`src/rtl/rq_pkg.sv`:
```
package rq_pkg;

    typedef enum logic [1:0] {
        RND_TRUNC     = 2'd0,
        RND_HALF_UP   = 2'd1,
        RND_HALF_EVEN = 2'd2
    } rnd_mode_e;

    typedef enum logic {
        OVF_WRAP = 1'b0,
        OVF_SAT  = 1'b1
    } ovf_mode_e;

endpackage

```
`src/rtl/rq_round.sv`:
```
module rq_round
    import rq_pkg::*;
#(
    parameter int        IN_W     = 24,
    parameter int        DROP     = 8,
    parameter rnd_mode_e RND_MODE = RND_TRUNC
) (
    input  logic [IN_W-1:0]      din,
    output logic [IN_W-DROP:0]   rounded,
    output logic                 bumped
);
    localparam int KW = IN_W - DROP;
    localparam int RW = KW + 1;

    generate
        if (DROP == 0) begin : g_pass
            assign rounded = {din[IN_W-1], din};
            assign bumped  = 1'b0;
        end else begin : g_drop
            logic [KW-1:0] keep;
            logic          half_bit;
            logic          sticky;
            logic          incr_d;

            assign keep     = din[IN_W-1:DROP];
            assign half_bit = din[DROP-1];

            if (DROP > 1) begin : g_sticky
                assign sticky = |din[DROP-2:0];
            end else begin : g_nosticky
                assign sticky = 1'b0;
            end

            always_comb begin
                case (RND_MODE)
                    RND_HALF_UP:   incr_d = half_bit;
                    RND_HALF_EVEN: incr_d = half_bit & (sticky | keep[0]);
                    default:       incr_d = 1'b0;
                endcase
            end

            assign rounded = {keep[KW-1], keep} + RW'(incr_d);
            assign bumped  = incr_d;

            // an upward step is only taken when at least half an LSB was dropped
            always_comb begin
                p_bump_needs_half_r4: assert (!bumped || half_bit)
                    else $error("rounding step without half bit");
            end

            // truncation never steps upward
            if (RND_MODE == RND_TRUNC) begin : g_chk_trunc
                always_comb begin
                    p_trunc_no_bump_r3: assert (!bumped)
                        else $error("truncate mode stepped upward");
                end
            end

            // on an exact tie the result code must come out even
            if (RND_MODE == RND_HALF_EVEN) begin : g_chk_even
                always_comb begin
                    p_tie_even_r5: assert (!(half_bit && !sticky) || !rounded[0])
                        else $error("tie rounded to odd code");
                end
            end
        end
    endgenerate

endmodule

```
`src/rtl/rq_limit.sv`:
```
module rq_limit
    import rq_pkg::*;
#(
    parameter int        RW       = 17,
    parameter int        OUT_W    = 12,
    parameter ovf_mode_e OVF_MODE = OVF_WRAP
) (
    input  logic [RW-1:0]    rounded,
    output logic [OUT_W-1:0] dout,
    output logic             ovf
);
    localparam logic [OUT_W-1:0] MAX_CODE = {1'b0, {(OUT_W-1){1'b1}}};
    localparam logic [OUT_W-1:0] MIN_CODE = {1'b1, {(OUT_W-1){1'b0}}};

    generate
        if (RW <= OUT_W) begin : g_fits
            assign dout = OUT_W'($signed(rounded));
            assign ovf  = 1'b0;
        end else begin : g_check
            localparam int HW = RW - OUT_W + 1;
            logic [HW-1:0] head;
            logic          fits;

            assign head = rounded[RW-1:OUT_W-1];
            assign fits = (head == {HW{rounded[RW-1]}});

            always_comb begin
                ovf  = !fits;
                dout = rounded[OUT_W-1:0];
                if (!fits && OVF_MODE == OVF_SAT) begin
                    dout = rounded[RW-1] ? MIN_CODE : MAX_CODE;
                end
            end

            // an in-range value leaves the limiter untouched
            always_comb begin
                p_fit_exact_r8: assert (ovf || dout == rounded[OUT_W-1:0])
                    else $error("in-range value altered");
            end
        end
    endgenerate

endmodule

```
`src/rtl/rq_requant.sv`:
```
module rq_requant
    import rq_pkg::*;
#(
    parameter int        IN_W     = 24,
    parameter int        IN_FRAC  = 12,
    parameter int        OUT_W    = 12,
    parameter int        OUT_FRAC = 4,
    parameter rnd_mode_e RND_MODE = RND_TRUNC,
    parameter ovf_mode_e OVF_MODE = OVF_WRAP
) (
    input  logic             clk,
    input  logic             rst_n,
    input  logic             in_valid,
    input  logic [IN_W-1:0]  in_data,
    output logic             out_valid,
    output logic [OUT_W-1:0] out_data,
    output logic             out_ovf
);
    localparam int DROP = IN_FRAC - OUT_FRAC;
    localparam int RW   = IN_W - DROP + 1;

    localparam logic [OUT_W-1:0] MAX_CODE = {1'b0, {(OUT_W-1){1'b1}}};
    localparam logic [OUT_W-1:0] MIN_CODE = {1'b1, {(OUT_W-1){1'b0}}};

    typedef struct packed {
        logic             vld;
        logic [OUT_W-1:0] data;
        logic             ovf;
    } stage_t;

    logic [RW-1:0]    rounded;
    logic             bumped;
    logic [OUT_W-1:0] lim_data;
    logic             lim_ovf;
    stage_t           st_d;
    stage_t           st_q;

    rq_round #(
        .IN_W     (IN_W),
        .DROP     (DROP),
        .RND_MODE (RND_MODE)
    ) u_round (
        .din     (in_data),
        .rounded (rounded),
        .bumped  (bumped)
    );

    rq_limit #(
        .RW       (RW),
        .OUT_W    (OUT_W),
        .OVF_MODE (OVF_MODE)
    ) u_limit (
        .rounded (rounded),
        .dout    (lim_data),
        .ovf     (lim_ovf)
    );

    always_comb begin
        st_d     = st_q;
        st_d.vld = in_valid;
        if (in_valid) begin
            st_d.data = lim_data;
            st_d.ovf  = lim_ovf;
        end
    end

    always_ff @(posedge clk) begin
        if (!rst_n) begin
            st_q <= '0;
        end else begin
            st_q <= st_d;
        end
    end

    assign out_valid = st_q.vld;
    assign out_data  = st_q.data;
    assign out_ovf   = st_q.ovf;

    // valid appears one cycle after it is offered, and only then
    p_valid_lat_r1: assert property (@(posedge clk) disable iff (!rst_n)
        in_valid |=> out_valid)
        else $error("valid not forwarded");

    p_valid_drop_r1: assert property (@(posedge clk) disable iff (!rst_n)
        !in_valid |=> !out_valid)
        else $error("spurious valid");

    // an idle cycle leaves result and flag untouched
    p_hold_r2: assert property (@(posedge clk) disable iff (!rst_n)
        !in_valid |=> ($stable(out_data) && $stable(out_ovf)))
        else $error("output changed without valid");

    generate
        if (OVF_MODE == OVF_SAT) begin : g_sat_chk
            // a flagged result sits on one of the two rails
            p_sat_rail_r7: assert property (@(posedge clk) disable iff (!rst_n)
                out_ovf |-> (out_data == MAX_CODE || out_data == MIN_CODE))
                else $error("flagged result not clamped");
        end
    endgenerate

endmodule

```
`config.mk`:
```
export PLATFORM = sky130hd
export DESIGN_NAME = rq_requant
export DESIGN_NICKNAME = d
export VERILOG_FILES = /design/src/rtl/rq_pkg.sv /design/src/rtl/rq_round.sv /design/src/rtl/rq_limit.sv /design/src/rtl/rq_requant.sv
export SDC_FILE = /design/constraint.sdc
export NUM_CORES = 1
export LEC_CHECK = 0
export ABC_AREA = 1
export BUFFER_PORTS_ARGS = -buffer_cell sky130_fd_sc_hd__buf_4
export CAP_MARGIN = 20
export CORE_MARGIN = 1
export CORE_UTILIZATION = 39
export DETAILED_ROUTE_END_ITERATION = 8
export PLACE_DENSITY = 0.84
export SETUP_SLACK_MARGIN = 0.5
export SYNTH_ARGS = -nofsm -noshare
export SYNTH_HDL_FRONTEND = slang
export SYNTH_SLANG_ARGS = --single-unit
```
`constraint.sdc`:
```
create_clock -name clk -period 0.86 [get_ports clk]
set_input_delay 0.172 -clock clk [delete_from_list [all_inputs] [get_ports clk]]
set_output_delay 0.172 -clock clk [all_outputs]
set_load 0.02 [all_outputs]
```
==> load_flow_metrics.sql <==
INSERT INTO impl_metrics (metric_group, metric, value, unit) VALUES
('status', 'status', 'finished with violations', ''),
('status', 'violations', 'negative setup slack', ''),
('finish', 'design_area', '944.7', 'sq um'),
('critical_path', 'reg2reg_setup_slack', '0.04', 'ns'),
('placed_design', 'placed_cell_area', '778.2', 'sq um'),
('grt', 'track_usage', '20.48', '%'),
('critical_path', 'critPathSlowestCell', 'dfxtp_4', ''),
('drt', 'initialDrtViolationCount', '11', ''),
('drt', 'remaining_drc_errors', '0', ''),
('cts', 'cts_tree', 'yes', ''),
('critical_path', 'crit_chain', 'buf_6', ''),
('timing', 'finalMaxSlewViolations', '0', ''),
('cts', 'cts_made_buffers', '3', ''),
('critical_path', 'path_class', 'reg -> out', ''),
('timing', 'setup_repair_after_global_routing_missed_its_margin', 'yes', ''),
('timing', 'hold_violations', '0', ''),
('logic_synthesis', 'synth_top_cell_area_share', '53.33', '%'),
('drt', 'routedWlPerCell', '11.35', 'um'),
('floorplanning', 'floorplan.die.height', '38.71', 'um'),
('cts', 'cts_root_buf', 'clkbuf_4', ''),
('logic_synthesis', 'syn_area_per_cell', '7.728', 'sq um'),
('power_and_ir_drop', 'power_density', '1649', 'mW/mm^2'),
('critical_path', 'cp_num_buf_inv', '1', ''),
('cts', 'worst_skew_pair.late_latency', '0.27', 'ns'),
('drt', 'dr_total_vias', '598', ''),
('critical_path', 'timing.critical_path.max_delay_family', 'flip-flops', ''),
('timing', 'finalWorstPathRequiredPeriod', '0.9157', 'ns'),
('timing', 'max-slew-margin-rel', '85.61', '%'),
('logic_synthesis', 'ys_top_cells_by_area', 'dfxtp_1 53%, nor2_1 17%, o21ai_1 7.6%, o21ai_0 4.8%, buf_6 4.3%', ''),
('cts', 'cts_hold_repair.buffers', '0', ''),
('grt', 'grt_pass1_vias', '496', ''),
('grt', 'first_pass_grt_wire_length', '2.049', 'mm'),
('timing', 'post-route-period-util', '106.5', '%'),
('critical_path', 'worst-path-max-fanout', '1', ''),
('logic_synthesis', 'ys.warnings.count', '0', ''),
('critical_path', 'setup.worst_path.start_class', 'register', ''),
('critical_path', 'worst_setup_path_end_kind', 'output pin', ''),
('grt', 'grt_antenna_before_repair', '0', ''),
('drt', 'drt-total-wl', '1.373', 'mm'),
('grt', 'maximum_number_of_pins_on_one_net_before_global_route_repair', '17', ''),
('flow_run', 'maxCapViolCount', '0', ''),
('hold_path', 'hold_path_class', 'in -> reg', ''),
('floorplanning', 'placement_rows', '12', ''),
('placed_design', 'hpwlAfterDp', '843.5', 'um'),
('timing', 'worst-slew-pin-transition', '0.2159', 'ns'),
('timing', 'skew', '0', 'ns'),
('floorplanning', 'floorplan.die.width', '38.71', 'um'),
('finish', 'finalNonFillerCells', '121', ''),
('floorplanning', 'fp.dieArea', '0.001498', 'sq mm'),
('power_and_ir_drop', 'power', '1.558', 'mW'),
('logic_synthesis', 'synth-seq-cells', '14', ''),
('timing', 'achievable-frequency', '1092', 'MHz'),
('logic_synthesis', 'synth_area_leader_cell', 'dfxtp_1', ''),
('timing', 'fin_worst_hold_slack', '0.1036', 'ns'),
('logic_synthesis', 'ys_async_sr_fraction', '0', '%'),
('logic_synthesis', 'syn_nets', '95', ''),
('timing', 'report.final.setup_viol', '14', ''),
('power_and_ir_drop', 'power.leakage', '0.4670', 'nW'),
('cts', 'clockBufferDepth', '2', ''),
('timing', 'worst_slack', '-0.05575', 'ns'),
('logic_synthesis', 'netlist_instances', '68', ''),
('cts', 'numClockSinks', '14', ''),
('critical_path', 'slowest_delay', '0.35', 'ns'),
('critical_path', 'worst_ep_required_time', '0.69', 'ns'),
('floorplanning', 'placeableCoreArea', '0.001171', 'sq mm'),
('logic_synthesis', 'yosysMostFrequentCell', 'nor2_1', ''),
('finish', 'share_of_layout_cells_above_drive_strength_1', '62.62', '%'),
('logic_synthesis', 'syn-cell-area', '525.5', 'sq um'),
('logic_synthesis', 'synth_ff_type', 'dfxtp_1', ''),
('power_and_ir_drop', 'vdd_ir_drop_max', '1.287', 'mV'),
('drt', 'detailedRoute.firstPassIterationCount', '4', '');
[path summary, 6_finish.rpt]
| check | from | endpoint | cells after the start |
|---|---|---|---|
| max | out_valid$_SDFF_PN0_ | out_valid | 1 |
| min | in_data[8] | out_data[0]$_SDFFE_PN0P_ | 3 |
| max reg2reg | out_data[0]$_SDFFE_PN0P_ | out_data[0]$_SDFFE_PN0P_ | 4 |
| min reg2reg | out_data[3]$_SDFFE_PN0P_ | out_data[3]$_SDFFE_PN0P_ | 2 |
[per-layer routing]
layer  GRT usage (%)  wire length, um
met5               0                0
met4           7.759               23
met3           8.092               95
met2           37.92              758
met1           19.93              495
[cells by family (layout without fill, tap and decap cells)]
logic type | count (synthesis) | after routing | share of synthesized area [%]
AO/OA/AOI/OAI | 14 | 14 | 13.33
buffers and inverters | 7 | 46 | 8.093
flip-flops | 14 | 14 | 53.33
AND/OR/NAND/NOR | 33 | 33 | 25.24
[registers in the layout, summed over array words and instances, names as in the netlist]
signal     cells
out_ovf        1
out_valid      1
out_data      12
[final cells by class]
type / instances / area (sq um)
Clock buffer: 4 / 36.28
Fill cell: 77 / 226.5
Tap cell: 14 / 17.52
Multi-Input combinational cell: 47 / 227.7
Sequential cell: 14 / 300.3
Inverter: 4 / 17.52
Timing Repair Buffer: 38 / 345.3
[metrics by stage]
stage | setup TNS, ns | utilization [%]
global route | -1.011 | 80.66
CTS | -0.7312 | 77.88
floorplan | 0 | -
global placement | 0 | 66.45
detailed placement | 0 | 66.45
finish | -0.6332 | 80.66
[power by group]
part / internal [mW] / switching [mW]
logic: 0.196 / 0.166
registers: 0.701 / 0.0327
clock network: 0.257 / 0.205
[cells in the final DEF (no fill, tap or decap), drive strengths merged]
| cell | n |
|---|---|
| nor2 | 27 |
| buf | 38 |
| nand3 | 1 |
| dfxtp | 14 |
| clkbuf | 4 |
| a21oi | 1 |
| inv | 4 |
| nand2 | 5 |
| o21ai | 13 |
[timing repair]
item | CTS | global route
pin swaps | 0 | 3
setup buffers | 4 | 2
endpoints found under the setup margin | 27 | 27
resized for setup | 18 | 6
Note: power is estimated with default switching activity, not from simulation.
